--- src/rtl/bist_launch_pkg.sv ---
package bist_launch_pkg;
  localparam int unsigned REG_W     = 32;
  localparam int unsigned NUM_PORTS = 2;
  localparam int unsigned PARAM_W   = 6;
  localparam int unsigned PARAM_LSB = 2;
  localparam int unsigned INI_LSB   = 8;
  localparam int unsigned ERR_BIT   = 10;
  localparam int unsigned OK_BIT    = 11;
  localparam int unsigned NUM_FLAGS = 2;  // index 0: ok, 1: err
endpackage

--- src/rtl/bist_port_gate.sv ---
module bist_port_gate (
  input  logic clk_i,
  input  logic rst_ni,
  input  logic init_i,
  input  logic present_i,
  input  logic partial_i,
  input  logic slumber_i,
  input  logic enable_i,
  input  logic lock_set_i,
  output logic want_o
);
  logic init_prev_q, en_prev_q, lock_q;
  logic rise, ready;

  assign rise   = init_i & ~init_prev_q;
  assign ready  = present_i & ~partial_i & ~slumber_i;
  assign want_o = rise & ready & ~lock_q;

  always_ff @(posedge clk_i or negedge rst_ni) begin
    if (!rst_ni) begin
      init_prev_q <= 1'b0;
      en_prev_q   <= 1'b0;
      lock_q      <= 1'b0;
    end else begin
      init_prev_q <= init_i;
      en_prev_q   <= enable_i;
      if (lock_set_i)                 lock_q <= 1'b1;
      else if (enable_i && !en_prev_q) lock_q <= 1'b0;  // enable re-asserted
    end
  end

  AST_GATE_READY: assert property (@(posedge clk_i) disable iff (!rst_ni)
    want_o |-> (present_i && !partial_i && !slumber_i));
  AST_LOCK_HOLDS: assert property (@(posedge clk_i) disable iff (!rst_ni)
    lock_q |-> !want_o);
endmodule

--- src/rtl/bist_status_flag.sv ---
module bist_status_flag (
  input  logic clk_i,
  input  logic rst_ni,
  input  logic wr_i,
  input  logic wbit_i,
  input  logic set_i,
  output logic flag_o
);
  always_ff @(posedge clk_i or negedge rst_ni) begin
    if (!rst_ni)    flag_o <= 1'b0;
    else if (set_i) flag_o <= 1'b1;          // event beats software clear
    else if (wr_i)  flag_o <= flag_o & wbit_i;
  end

  AST_FLAG_SET: assert property (@(posedge clk_i) disable iff (!rst_ni)
    set_i |=> flag_o);
  AST_FLAG_W1_KEEPS: assert property (@(posedge clk_i) disable iff (!rst_ni)
    (flag_o && !(wr_i && !wbit_i)) |=> flag_o);
endmodule

--- src/rtl/bist_launch_ctrl.sv ---
module bist_launch_ctrl
  import bist_launch_pkg::*;
#(
  localparam int unsigned PW = (NUM_PORTS > 1) ? $clog2(NUM_PORTS) : 1
) (
  input  logic                 clk_i,
  input  logic                 rst_ni,
  input  logic                 reg_we_i,
  input  logic                 reg_sel_i,
  input  logic [REG_W-1:0]     reg_wdata_i,
  output logic [REG_W-1:0]     reg_rdata_o,
  input  logic [NUM_PORTS-1:0] dev_present_i,
  input  logic [NUM_PORTS-1:0] pm_partial_i,
  input  logic [NUM_PORTS-1:0] pm_slumber_i,
  input  logic [NUM_PORTS-1:0] port_en_i,
  output logic                 req_o,
  output logic [PW-1:0]        req_port_o,
  output logic [PARAM_W-1:0]   req_param_o,
  input  logic                 ack_i,
  input  logic                 cpl_ok_i,
  input  logic                 cpl_err_i
);
  logic                 ctrl_wr, data_wr;
  logic [PARAM_W-1:0]   param_q;
  logic [NUM_PORTS-1:0] ini_q;
  logic [REG_W-1:0]     data_q;
  logic [NUM_FLAGS-1:0] flag_set, flag_wbit, flag_q;
  logic [NUM_PORTS-1:0] want, lock_set;
  logic                 launch, launch_go, busy_q;
  logic [PW-1:0]        launch_port;

  assign ctrl_wr = reg_we_i & ~reg_sel_i;
  assign data_wr = reg_we_i &  reg_sel_i;

  always_ff @(posedge clk_i or negedge rst_ni) begin
    if (!rst_ni) begin
      param_q <= '0;
      ini_q   <= '0;
      data_q  <= '0;
    end else begin
      if (ctrl_wr) begin
        param_q <= reg_wdata_i[PARAM_LSB +: PARAM_W];
        ini_q   <= reg_wdata_i[INI_LSB +: NUM_PORTS];
      end
      if (data_wr) data_q <= reg_wdata_i;
    end
  end

  assign flag_set  = {cpl_err_i, cpl_ok_i};
  assign flag_wbit = {reg_wdata_i[ERR_BIT], reg_wdata_i[OK_BIT]};

  for (genvar f = 0; f < NUM_FLAGS; f++) begin : g_flag
    bist_status_flag u_flag (
      .clk_i  (clk_i),
      .rst_ni (rst_ni),
      .wr_i   (ctrl_wr),
      .wbit_i (flag_wbit[f]),
      .set_i  (flag_set[f]),
      .flag_o (flag_q[f])
    );
  end

  for (genvar p = 0; p < NUM_PORTS; p++) begin : g_port
    assign lock_set[p] = cpl_ok_i && (req_port_o == PW'(p));
    bist_port_gate u_gate (
      .clk_i      (clk_i),
      .rst_ni     (rst_ni),
      .init_i     (ini_q[p]),
      .present_i  (dev_present_i[p]),
      .partial_i  (pm_partial_i[p]),
      .slumber_i  (pm_slumber_i[p]),
      .enable_i   (port_en_i[p]),
      .lock_set_i (lock_set[p]),
      .want_o     (want[p])
    );
  end

  // lowest port index wins
  always_comb begin
    launch      = 1'b0;
    launch_port = '0;
    for (int i = NUM_PORTS - 1; i >= 0; i--) begin
      if (want[i]) begin
        launch      = 1'b1;
        launch_port = PW'(i);
      end
    end
  end

  assign launch_go = launch & ~busy_q;

  always_ff @(posedge clk_i or negedge rst_ni) begin
    if (!rst_ni) begin
      busy_q      <= 1'b0;
      req_o       <= 1'b0;
      req_port_o  <= '0;
      req_param_o <= '0;
    end else begin
      req_o <= launch_go;
      if (launch_go) begin
        busy_q      <= 1'b1;
        req_port_o  <= launch_port;
        req_param_o <= param_q;
      end else if (ack_i) begin
        busy_q <= 1'b0;
      end
    end
  end

  always_comb begin
    reg_rdata_o = '0;
    if (reg_sel_i) begin
      reg_rdata_o = data_q;
    end else begin
      reg_rdata_o[PARAM_LSB +: PARAM_W] = param_q;
      reg_rdata_o[INI_LSB +: NUM_PORTS] = ini_q;
      reg_rdata_o[OK_BIT]               = flag_q[0];
      reg_rdata_o[ERR_BIT]              = flag_q[1];
    end
  end

  AST_REQ_PULSE: assert property (@(posedge clk_i) disable iff (!rst_ni)
    req_o |=> !req_o);
  AST_REQ_FIELDS_HELD: assert property (@(posedge clk_i) disable iff (!rst_ni)
    (busy_q && !req_o) |-> ($stable(req_port_o) && $stable(req_param_o)));
  AST_RSVD_ZERO: assert property (@(posedge clk_i) disable iff (!rst_ni)
    !reg_sel_i |-> (reg_rdata_o[REG_W-1:OK_BIT+1] == '0 && reg_rdata_o[PARAM_LSB-1:0] == '0));
  AST_DATA_NO_LAUNCH: assert property (@(posedge clk_i) disable iff (!rst_ni)
    (data_wr && !busy_q) |=> ##1 !req_o);
endmodule

--- config.mk ---
export PLATFORM = sky130hd
export DESIGN_NAME = bist_launch_ctrl
export DESIGN_NICKNAME = d
export VERILOG_FILES = /design/src/rtl/bist_launch_pkg.sv /design/src/rtl/bist_port_gate.sv /design/src/rtl/bist_status_flag.sv /design/src/rtl/bist_launch_ctrl.sv
export SDC_FILE = /design/constraint.sdc
export NUM_CORES = 1
export LEC_CHECK = 0
export BUFFER_PORTS_ARGS = -buffer_cell sky130_fd_sc_hd__buf_2
export CORE_AREA = 2 2 74 76
export DETAILED_ROUTE_END_ITERATION = 8
export DIE_AREA = 0 0 76 78
export PLACE_DENSITY_LB_ADDON = 0.3
export SLEW_MARGIN = 20
export SYNTH_ARGS = -nofsm -noshare
export SYNTH_HDL_FRONTEND = slang
export SYNTH_SLANG_ARGS = --single-unit
--- constraint.sdc ---
create_clock -name clk_i -period 2.2 [get_ports clk_i]
set_input_delay 0.11 -clock clk_i [delete_from_list [all_inputs] [get_ports clk_i]]
set_output_delay 0.11 -clock clk_i [all_outputs]
set_load 0.01 [all_outputs]
## Word-level counts from Yosys, hierarchy flattened

Index checks and enable logic that the tools add are counted.
Widths: inputs -> output; s select.

| word-level totals | value |
|---|---|
| register bits | 57 |
| bits of input ports | 47 |
| output and inout bits | 40 |
| word-level logic and storage cells | 68 |

| operators by class | value |
|---|---|
| multiplexer cells | 16 |
| bitwise gates (word level) | 26 |
| reduce and logical (&&, ||, !) cells | 11 |

Operator list:

| kind | number |
|---|---|
| $mux 20 | 1 |
| $and 1x1->1 | 15 |
| $mux 1 | 13 |
| $not 1->1 | 11 |
| $mux 10 | 1 |
| $reduce_bool 2->1 | 5 |
| $logic_and 1x1->1 | 4 |
| $logic_not 1->1 | 2 |
| $mux 2 | 1 |

## Logic depth before layout (Yosys ltp)

Gate-level depths: netlist (run 1).

| logic depth | value |
|---|---|
| depth after elaboration | 9 |
| mapped depth | 5 |
| mapped depth without buffers | 4 |

## Cells and area by module

A second synthesis (run 1) with hierarchy kept.

| unflattened totals | value |
|---|---|
| cell total of the unflattened synthesis | 166 |
| area, all modules | 2,543.7 um^2 |

Modules (own cells, without submodules):

| module | times used | cells an instance | area an instance (um^2) |
|---|---|---|---|
| bist_launch_ctrl | 1 | 146 | 2,245.9 |
| bist_port_gate | 2 | 7 | 110.1 |
| bist_status_flag | 2 | 3 | 38.8 |

## Worst setup path before layout (run 1)

OpenSTA, ideal clock, no wires.

| timing path | value |
|---|---|
| path kind | flip-flop to flip-flop |
| start | register g_port[1].u_gate.lock_q |
| end | register req_param_o[0] |
| library setup time | 125 ps |
| arrival time | 1,663 ps |
| setup slack | 412 ps |
| cell stages (with the launch flop) | 6 |
| buffers on the path | 1 |
| cell sequence | dfrtp_1 -> or4b_1 -> nor4b_2 -> nand2b_1 -> buf_6 -> mux2_4 |

| between the ends | value |
|---|---|
| cells in the longest elaborated chain, start to end | 5 |

Ends and longest elaborated chain:

| what | line | text |
|---|---|---|
| from (decl) | bist_port_gate.sv:12 | `logic init_prev_q, en_prev_q, lock_q;` |
| from (signal assigned) | bist_port_gate.sv:23 | `lock_q <= 1'b0;` |
| from (signal assigned) | bist_port_gate.sv:27 | `if (lock_set_i) lock_q <= 1'b1;` |
| from (signal assigned) | bist_port_gate.sv:28 | `else if (enable_i && !en_prev_q) lock_q <= 1'b0;` |
| $not 1->1 | bist_port_gate.sv:17 | `assign want_o = rise & ready & ~lock_q;` |
| $and 1x1->1 | bist_port_gate.sv:17 |  |
| $mux 1 (2 in series) | bist_launch_ctrl.sv:83 | `if (want[i]) begin` |
| $and 1x1->1 | bist_launch_ctrl.sv:90 | `assign launch_go = launch & ~busy_q;` |
| net launch_go | bist_launch_ctrl.sv:29 | `logic launch, launch_go, busy_q;` |
| to (signal assigned) | bist_launch_ctrl.sv:103 | `req_param_o <= param_q;` |
| to (decl) | bist_launch_ctrl.sv:18 | `output logic [PARAM_W-1:0] req_param_o,` |

The timed path passes the listed nets, and every way through them passes these cells.
A chain may end at the register's enable or synchronous reset.

## Worst setup path after layout (run 1)

| timing path | value |
|---|---|
| start | register g_port[1].u_gate.lock_q |
| end | register req_param_o[0] |

| between the ends | value |
|---|---|
| cells in the longest elaborated chain, start to end | 5 |

Ends and longest elaborated chain:

| what | line |
|---|---|
| $not 1->1 | bist_port_gate.sv:17 |
| $and 1x1->1 | bist_port_gate.sv:17 |
| $mux 1 (2 in series) | bist_launch_ctrl.sv:83 |
| $and 1x1->1 | bist_launch_ctrl.sv:90 |

No other way between the ends.

==> metrics.yaml, run 1 <==
status:
  status: "completed"
yosys:
  ys_ff_latch: 57
  ys_top_cells_by_area: "dfrtp_1 59%, mux2_2 20%, and2_1 5.7%, nand2_1 4.2%, mux2_4 3.8%"
  synth_top_area_cell: "dfrtp_1"
  synth_top_area_share_pct: 59.4
  netlist_instances: 183
  yosysWarnings: 0
  synth.distinct_cells: 19
  synth.yosys.seq_area_share_pct: 59.4
  syn_area_per_cell_um2: 13.1
  syn-num-nets: 230
  netlist_area_mm2: 0.00240
timing:
  setup_violations: 0
  drv_slew: 0
  hold_viol: 0
  fin_worst_skew_ns: 0.00301
  fin_crit_sh_pct: 89.0
  rsz0062_at_grt: "false"
  max_clock_freq_ghz: 0.511
  period_minus_slack_ns: 1.96
  fin_tns_setup_ns: 0
  fin_ws_ns: 0.243
  worstMarginPinSlew_ns: 0.687
  slew_headroom_pct: 54.1
critical_path:
  cp.required_ns: 2.40
  crit_path_end_kind: "register"
  worst-path-max-fanout: 7
  critPathArrivalTime_ns: 2.16
  critPathKind: "register to register"
  critical_path.startpoint_type: "register"
cells_and_area:
  antenna_cells: 0
  final_common_cell: "buf_2"
  syn2layout_area_growth_pct: 33.7
  drive_gt1_share_pct: 52.4
  fillCellCount: 424
  instances_no_fill: 362
  regArea_mm2: 0.00143
  nets: 336
  finalInstanceArea_mm2: 0.00321
  multiInputGateArea_um2: 920
  most-common-layout-cells: "86 x buf_2, 57 x dfrtp_1, 42 x mux2_2, 27 x nand2_1, 22 x and2_1"
floorplanning:
  placementRows: 26
  die_h_um: 78
  io-pin-count: 87
  core-area_mm2: 0.00504
  dieWidth_um: 76
  die-area_mm2: 0.00593
  initial_utilization_pct: 47.6
clocking:
  cts_tree: "done"
  cts_num_sinks: 57
  cts_buffers: 9
  h-tree-depth: 3
  clockBufferDepth: 2
  clock_latency_ns: 0.32
  path_clk_slew_ns: 0.06
  cts_resized: 0
  cts_root_buffer: "clkbuf_8"
placed_design:
  dp_hpwl_mm: 3.44
  globalplace.congestion: 0.752
  port_buffers: 86
  dp.cells: 335
  placed_area_mm2: 0.00292
  dp_slack_ns: 0.253
power:
  internal_power_uw: 2060
  p_sw_uw: 729
  clockPowerShare_pct: 29.5
  pwr-share-comb_pct: 21.9
  p_sw_share_pct: 26.1
  p_leak_uw: 0.00161
  power.density_mw_per_mm2: 868
  power_frac_seq_pct: 48.5
  vdd_drop_max_uv: 572
  power_uw: 2790
global_route:
  globalRouteOverflowTotal: 0
  grt_pass1_vias: 1729
  antenna_found_initial: 0
  grt_max_degree: 26
  track_usage_pct: 17.8
  grt_pass1_wl_mm: 8.14
detailed_routing:
  drc: 0
  drt_wl_total_mm: 4.84
  vias: 1688
  drtIter0Drc: 31
  vias_per_cell: 4.66
  ant_nets: 0
  drt_pass1_iterations: 4
  wl_per_cell_um: 13.4
worst_hold_path:
  hold_class: "input port to register"
flow_run:
  maxCapViolations: 0
## state kept, by name (all words and copies together) (netlist names)
| signal | count |
|---|---|
| data_q | 32 |
| param_q | 6 |
| req_param_o | 6 |
| g_flag.u_flag.flag_o | 2 |
| g_port.u_gate.en_prev_q | 2 |
| g_port.u_gate.init_prev_q | 2 |
| g_port.u_gate.lock_q | 2 |
| ini_q | 2 |
| busy_q | 1 |
| req_o | 1 |
| req_port_o | 1 |
## final timing paths
check | start | end | slack, ns | cells past startpoint
worst max-delay path | g_port[1].u_gate.lock_q | req_param_o[0] | 0.24 | 5
worst min-delay path | reg_wdata_i[14] | data_q[14] | 0.02 | 2
worst max register to register | g_port[1].u_gate.lock_q | req_param_o[0] | 0.24 | 5
worst min register to register | ini_q[1] | g_port[1].u_gate.init_prev_q | 0.43 | 0
max in group asynchronous | rst_ni | req_port_o | 1.28 | 3
min in group asynchronous | rst_ni | g_port[1].u_gate.en_prev_q | 0.25 | 2
## kinds of logic after synthesis
logic type             Yosys count  share of synthesized area [%]
multiplexers                    48                           23.4
AO/OA/AOI/OAI                    7                           1.88
flip-flops                      57                           59.4
AND/OR/NAND/NOR                 58                           13.0
buffers and inverters           13                           2.34
## repair_timing
item,4_1_cts,5_1_grt
endpoints found under the hold margin,28,0
setup buffers,0,0
setup endpoints to repair,0,0
hold buffers,13,0
## worst max-delay path, stage by stage, from the launching register on
cell,delay [ns]
dfrtp_1,0.37
or4b_1,0.52
nor4b_2,0.29
nand2b_1,0.17
buf_4,0.19
mux2_4,0.31
## cell usage after synthesis
master	number
dfrtp_1	57
mux2_2	42
nand2_1	27
and2_1	22
mux2_4	6
clkbuf_1	5
buf_1	4
nand2b_1	4
o21ai_0	4
inv_1	3
a21o_2	1
a22o_1	1
buf_6	1
nor2b_1	1
nor3b_1	1
nor4b_1	1
nor4b_2	1
o21a_1	1
or4b_1	1
## metrics by stage
step / hold WS [ns] / util [%]
after floorplan: -0.186 / -
after global placement: 0.0533 / 57.9
after detailed placement: 0.0595 / 57.9
after CTS: 0.00534 / 63.7
after global routing: 0.0140 / 63.7
final: 0.0201 / 63.7
## cell type report
cell class / instances / share of cell area [%]
Inverter: 3 / 0.350
Timing Repair Buffer: 105 / 18.8
Tap cell: 70 / 2.73
Multi-Input combinational cell: 113 / 28.6
Sequential cell: 57 / 44.4
Clock buffer: 14 / 5.06
## layer usage
layer / global-route usage, % / share of wire, %
met5: 0 / 0
met4: 7.64 / 0.83
met3: 4.30 / 5.3
met2: 29.6 / 49
met1: 22.5 / 45
## power groups by stage
stage | combinational (uW) | sequential, uW | clock [uW]
after CTS | 621 | 1360 | 850
after floorplan | 334 | 1370 | 0
after global routing | 670 | 1380 | 900
final | 611 | 1350 | 824
after global placement | 592 | 1360 | 0
after detailed placement | 601 | 1370 | 0
Note: power is estimated with default switching activity, not from simulation.
==> run 2, diff against run 1 <==
- BUFFER_PORTS_ARGS: -buffer_cell sky130_fd_sc_hd__buf_2 -> not set
- CORE_AREA: 2 2 74 76 -> 5 5 76 78
- DIE_AREA: 0 0 76 78 -> 0 0 81 83
- DONT_BUFFER_PORTS: not set -> 1
==> metrics.yaml, run 2 (same netlist as run 1, synthesis figures left out) <==
status:
  status: "completed"  # unchanged
floorplanning:
  die-area_mm2: 0.00672  # was 0.00593 mm2
  die_h_um: 83  # was 78 um
  placementRows: 26  # unchanged
  dieWidth_um: 81  # was 76 um
  core-area_mm2: 0.00501  # was 0.00504 mm2
  initial_utilization_pct: 48.0  # was 47.6%
  io-pin-count: 87  # unchanged
detailed_routing:
  drtIter0Drc: 52  # was 31
  ant_nets: 0  # unchanged
  drt_pass1_iterations: 4  # unchanged
  drt_wl_total_mm: 5.55  # was 4.84 mm
  drc: 0  # unchanged
  wl_per_cell_um: 18.4  # was 13.4 um
  vias_per_cell: 5.08  # was 4.66
  vias: 1535  # was 1,688
cells_and_area:
  antenna_cells: 0  # unchanged
  syn2layout_area_growth_pct: 29.8  # was 33.7%
  nets: 275  # was 336
  drive_gt1_share_pct: 28.9  # was 52.4%
  final_util_pct: 62.2  # was 63.7%
  top_register: "data_q"  # unchanged
  most-common-layout-cells: "57 x dfrtp_1, 42 x mux2_2, 41 x dlygate4sd3_1, 27 x nand2_1, 22 x and2_1"  # was 86 x buf_2, 57 x dfrtp_1, 42 x mux2_2, 27 x nand2_1, 22 x and2_1
  largestRegisters: "data_q x32, param_q x6, req_param_o x6"  # unchanged
  largest_reg_flops: 32  # unchanged
  final_common_cell: "dfrtp_1"  # was buf_2
critical_path:
  critPathMaxStageDelay_ns: 0.52  # about the same
  crit_path_end_kind: "register"  # unchanged
  critPathSlowestCell: "or4b_1"  # unchanged
  cp.required_ns: 2.40  # about the same
  critPathArrivalTime_ns: 2.11  # was 2.16 ns
  crit_chain: "or4b_1 -> nor4b_2 -> nand2b_1 -> buf_12 -> mux2_4"  # was or4b_1 -> nor4b_2 -> nand2b_1 -> buf_4 -> mux2_4
  r2r_end: "req_param_o[3]"  # was req_param_o[0]
  worst-path-max-fanout: 8  # was 7
  reg2regPathDepth: 5  # unchanged
  r2r-start: "g_port[1].u_gate.lock_q"  # unchanged
  critical_path.startpoint_type: "register"  # unchanged
  critPathKind: "register to register"  # unchanged
  rrSetupSlack_ns: 0.29  # was 0.24 ns
timing:
  slew_headroom_pct: 57.0  # was 54.1%
  hold_ws_ns: 0.0237  # was 0.0201 ns
  rsz0062_at_grt: "false"  # unchanged
  drv_slew: 0  # unchanged
  fin_worst_skew_ns: 0.00613  # was 0.00301 ns
  worstMarginPinSlew_ns: 0.643  # was 0.687 ns
  fin_crit_sh_pct: 87.0  # was 89.0%
  fin_tns_setup_ns: 0  # unchanged
  period_minus_slack_ns: 1.91  # was 1.96 ns
  hold_viol: 0  # unchanged
  max_clock_freq_ghz: 0.522  # was 0.511 GHz
  setup_violations: 0  # unchanged
power:
  vdd_drop_max_uv: 489  # was 572 uV
  p_leak_uw: 0.00138  # was 0.00161 uW
  power_frac_seq_pct: 50.0  # was 48.5%
  power.density_mw_per_mm2: 901  # was 868 mW/mm2
  p_sw_uw: 711  # was 729 uW
  clockPowerShare_pct: 33.6  # was 29.5%
  internal_power_uw: 2100  # was 2060 uW
  pwr-share-comb_pct: 16.4  # was 21.9%
  p_sw_share_pct: 25.3  # was 26.1%
placed_design:
  port_buffers: 0  # was 86
  dp_hpwl_mm: 3.62  # was 3.44 mm
  globalplace.congestion: 0.717  # was 0.752
global_route:
  globalRouteMet3Util_pct: 5.52  # was 4.30%
  grt_pass1_vias: 1703  # was 1,729
  grt.met1_usage_pct: 19.5  # was 22.5%
  antenna_found_initial: 0  # unchanged
  use_met2_pct: 28.1  # was 29.6%
  grt_pass1_wl_mm: 8.57  # was 8.14 mm
  grt_max_degree: 58  # was 26
  track_usage_pct: 16.8  # was 17.8%
  globalRouteOverflowTotal: 0  # unchanged
  top_usage_layer: "met2"  # unchanged
clocking:
  cts_buffers: 9  # unchanged
  post_cts_buffers: 0  # unchanged
  cts_tree: "done"  # unchanged
  clock_latency_ns: 0.32  # about the same
  cts_root_buffer: "clkbuf_8"  # unchanged
  cts_resized: 0  # unchanged
  path_clk_slew_ns: 0.06  # about the same
  cts_num_sinks: 57  # unchanged
  clockBufferDepth: 2  # unchanged
  h-tree-depth: 3  # unchanged
worst_hold_path:
  hold_class: "input port to register"  # unchanged
  worstHoldEndpoint: "g_port[0].u_gate.lock_q"  # was data_q[14]
  hold-path-cell-count: 3  # was 2
  holdCritStartpoint: "port_en_i[0]"  # was reg_wdata_i[14]
flow_run:
  maxCapViolations: 0  # unchanged
[run 2: cell types whose count changed in the layout (fill, tap and decap cells not counted)]
| cell | change |
|---|---|
| buf_4 | -6 |
| buf_2 | -86 |
| clkbuf_1 | -2 |
| bufinv_16 | +1 |
| clkinv_2 | +2 |
| buf_16 | +1 |
| buf_12 | +2 |
| dlygate4sd3_1 | +28 |
[run 2: area by class of cell]
cell class | instances | area, um2
clock buffers | 12 | 155
well taps | 70 | 87.6
flip-flops and latches | 57 | 1430
inverters | 3 | 11.3
multi-input cells | 113 | 920
clock inverters | 3 | 40.0
repair buffers | 44 | 478
fillers | 382 | 1890
[run 2: worst max-delay path by stage]
stage | end | from | slack [ns] | depth (start not counted)
5_1_grt | req_param_o[4] | busy_q | 0.18 | 5
3_5_place_dp | req_param_o[1] | g_port[1].u_gate.lock_q | 0.28 | 5
4_1_cts | req_param_o[0] | g_port[1].u_gate.lock_q | 0.26 | 5
2_1_floorplan | req_param_o[0] | g_port[1].u_gate.lock_q | 0.41 | 5
6_report | req_param_o[3] | g_port[1].u_gate.lock_q | 0.29 | 5
3_3_place_gp | req_param_o[3] | g_port[1].u_gate.lock_q | 0.34 | 5
[run 2: power groups by stage]
stage                     Combinational (uW)  Sequential, uW  Clock [uW]
final                                    461            1410         943
after global routing                     502            1430        1030
after CTS                                467            1410         977
after detailed placement                 378            1430           0
after global placement                   359            1410           0
after floorplan                          334            1370           0
[run 2: critical path: cells and delay by family, from the launching register on]
family,cells,cell delay [ns]
buffers and inverters,1,0.15
flip-flops,1,0.37
multiplexers,1,0.29
AND/OR/NAND/NOR,3,0.98
[run 2: per-layer routing]
| metal | share of wire [%] | wire [um] | vias to the layer above |
|---|---|---|---|
| met5 | 0 | 0 | - |
| met4 | 1.9 | 106 | 0 |
| met2 | 52 | 2910 | 57 |
| met3 | 7.1 | 395 | 10 |
| met1 | 39 | 2140 | 765 |
| li1 | - | - | 703 |
[run 2: stage by stage]
stage | worst slack, ns | cells | total power, uW | instance area [um2]
after floorplan | 0.412 | 183 | 1710 | 2400
after global placement | 0.337 | 245 | 1770 | 2480
after detailed placement | 0.276 | 245 | 1810 | 2480
after CTS | 0.263 | 302 | 2850 | 3120
after global routing | 0.175 | 302 | 2960 | 3120
final | 0.286 | 302 | 2810 | 3120
[run 2: timing repair]
item	in CTS	in global routing
hold buffers	42	0
endpoints found under the hold margin	105	0
setup endpoints to repair	0	0
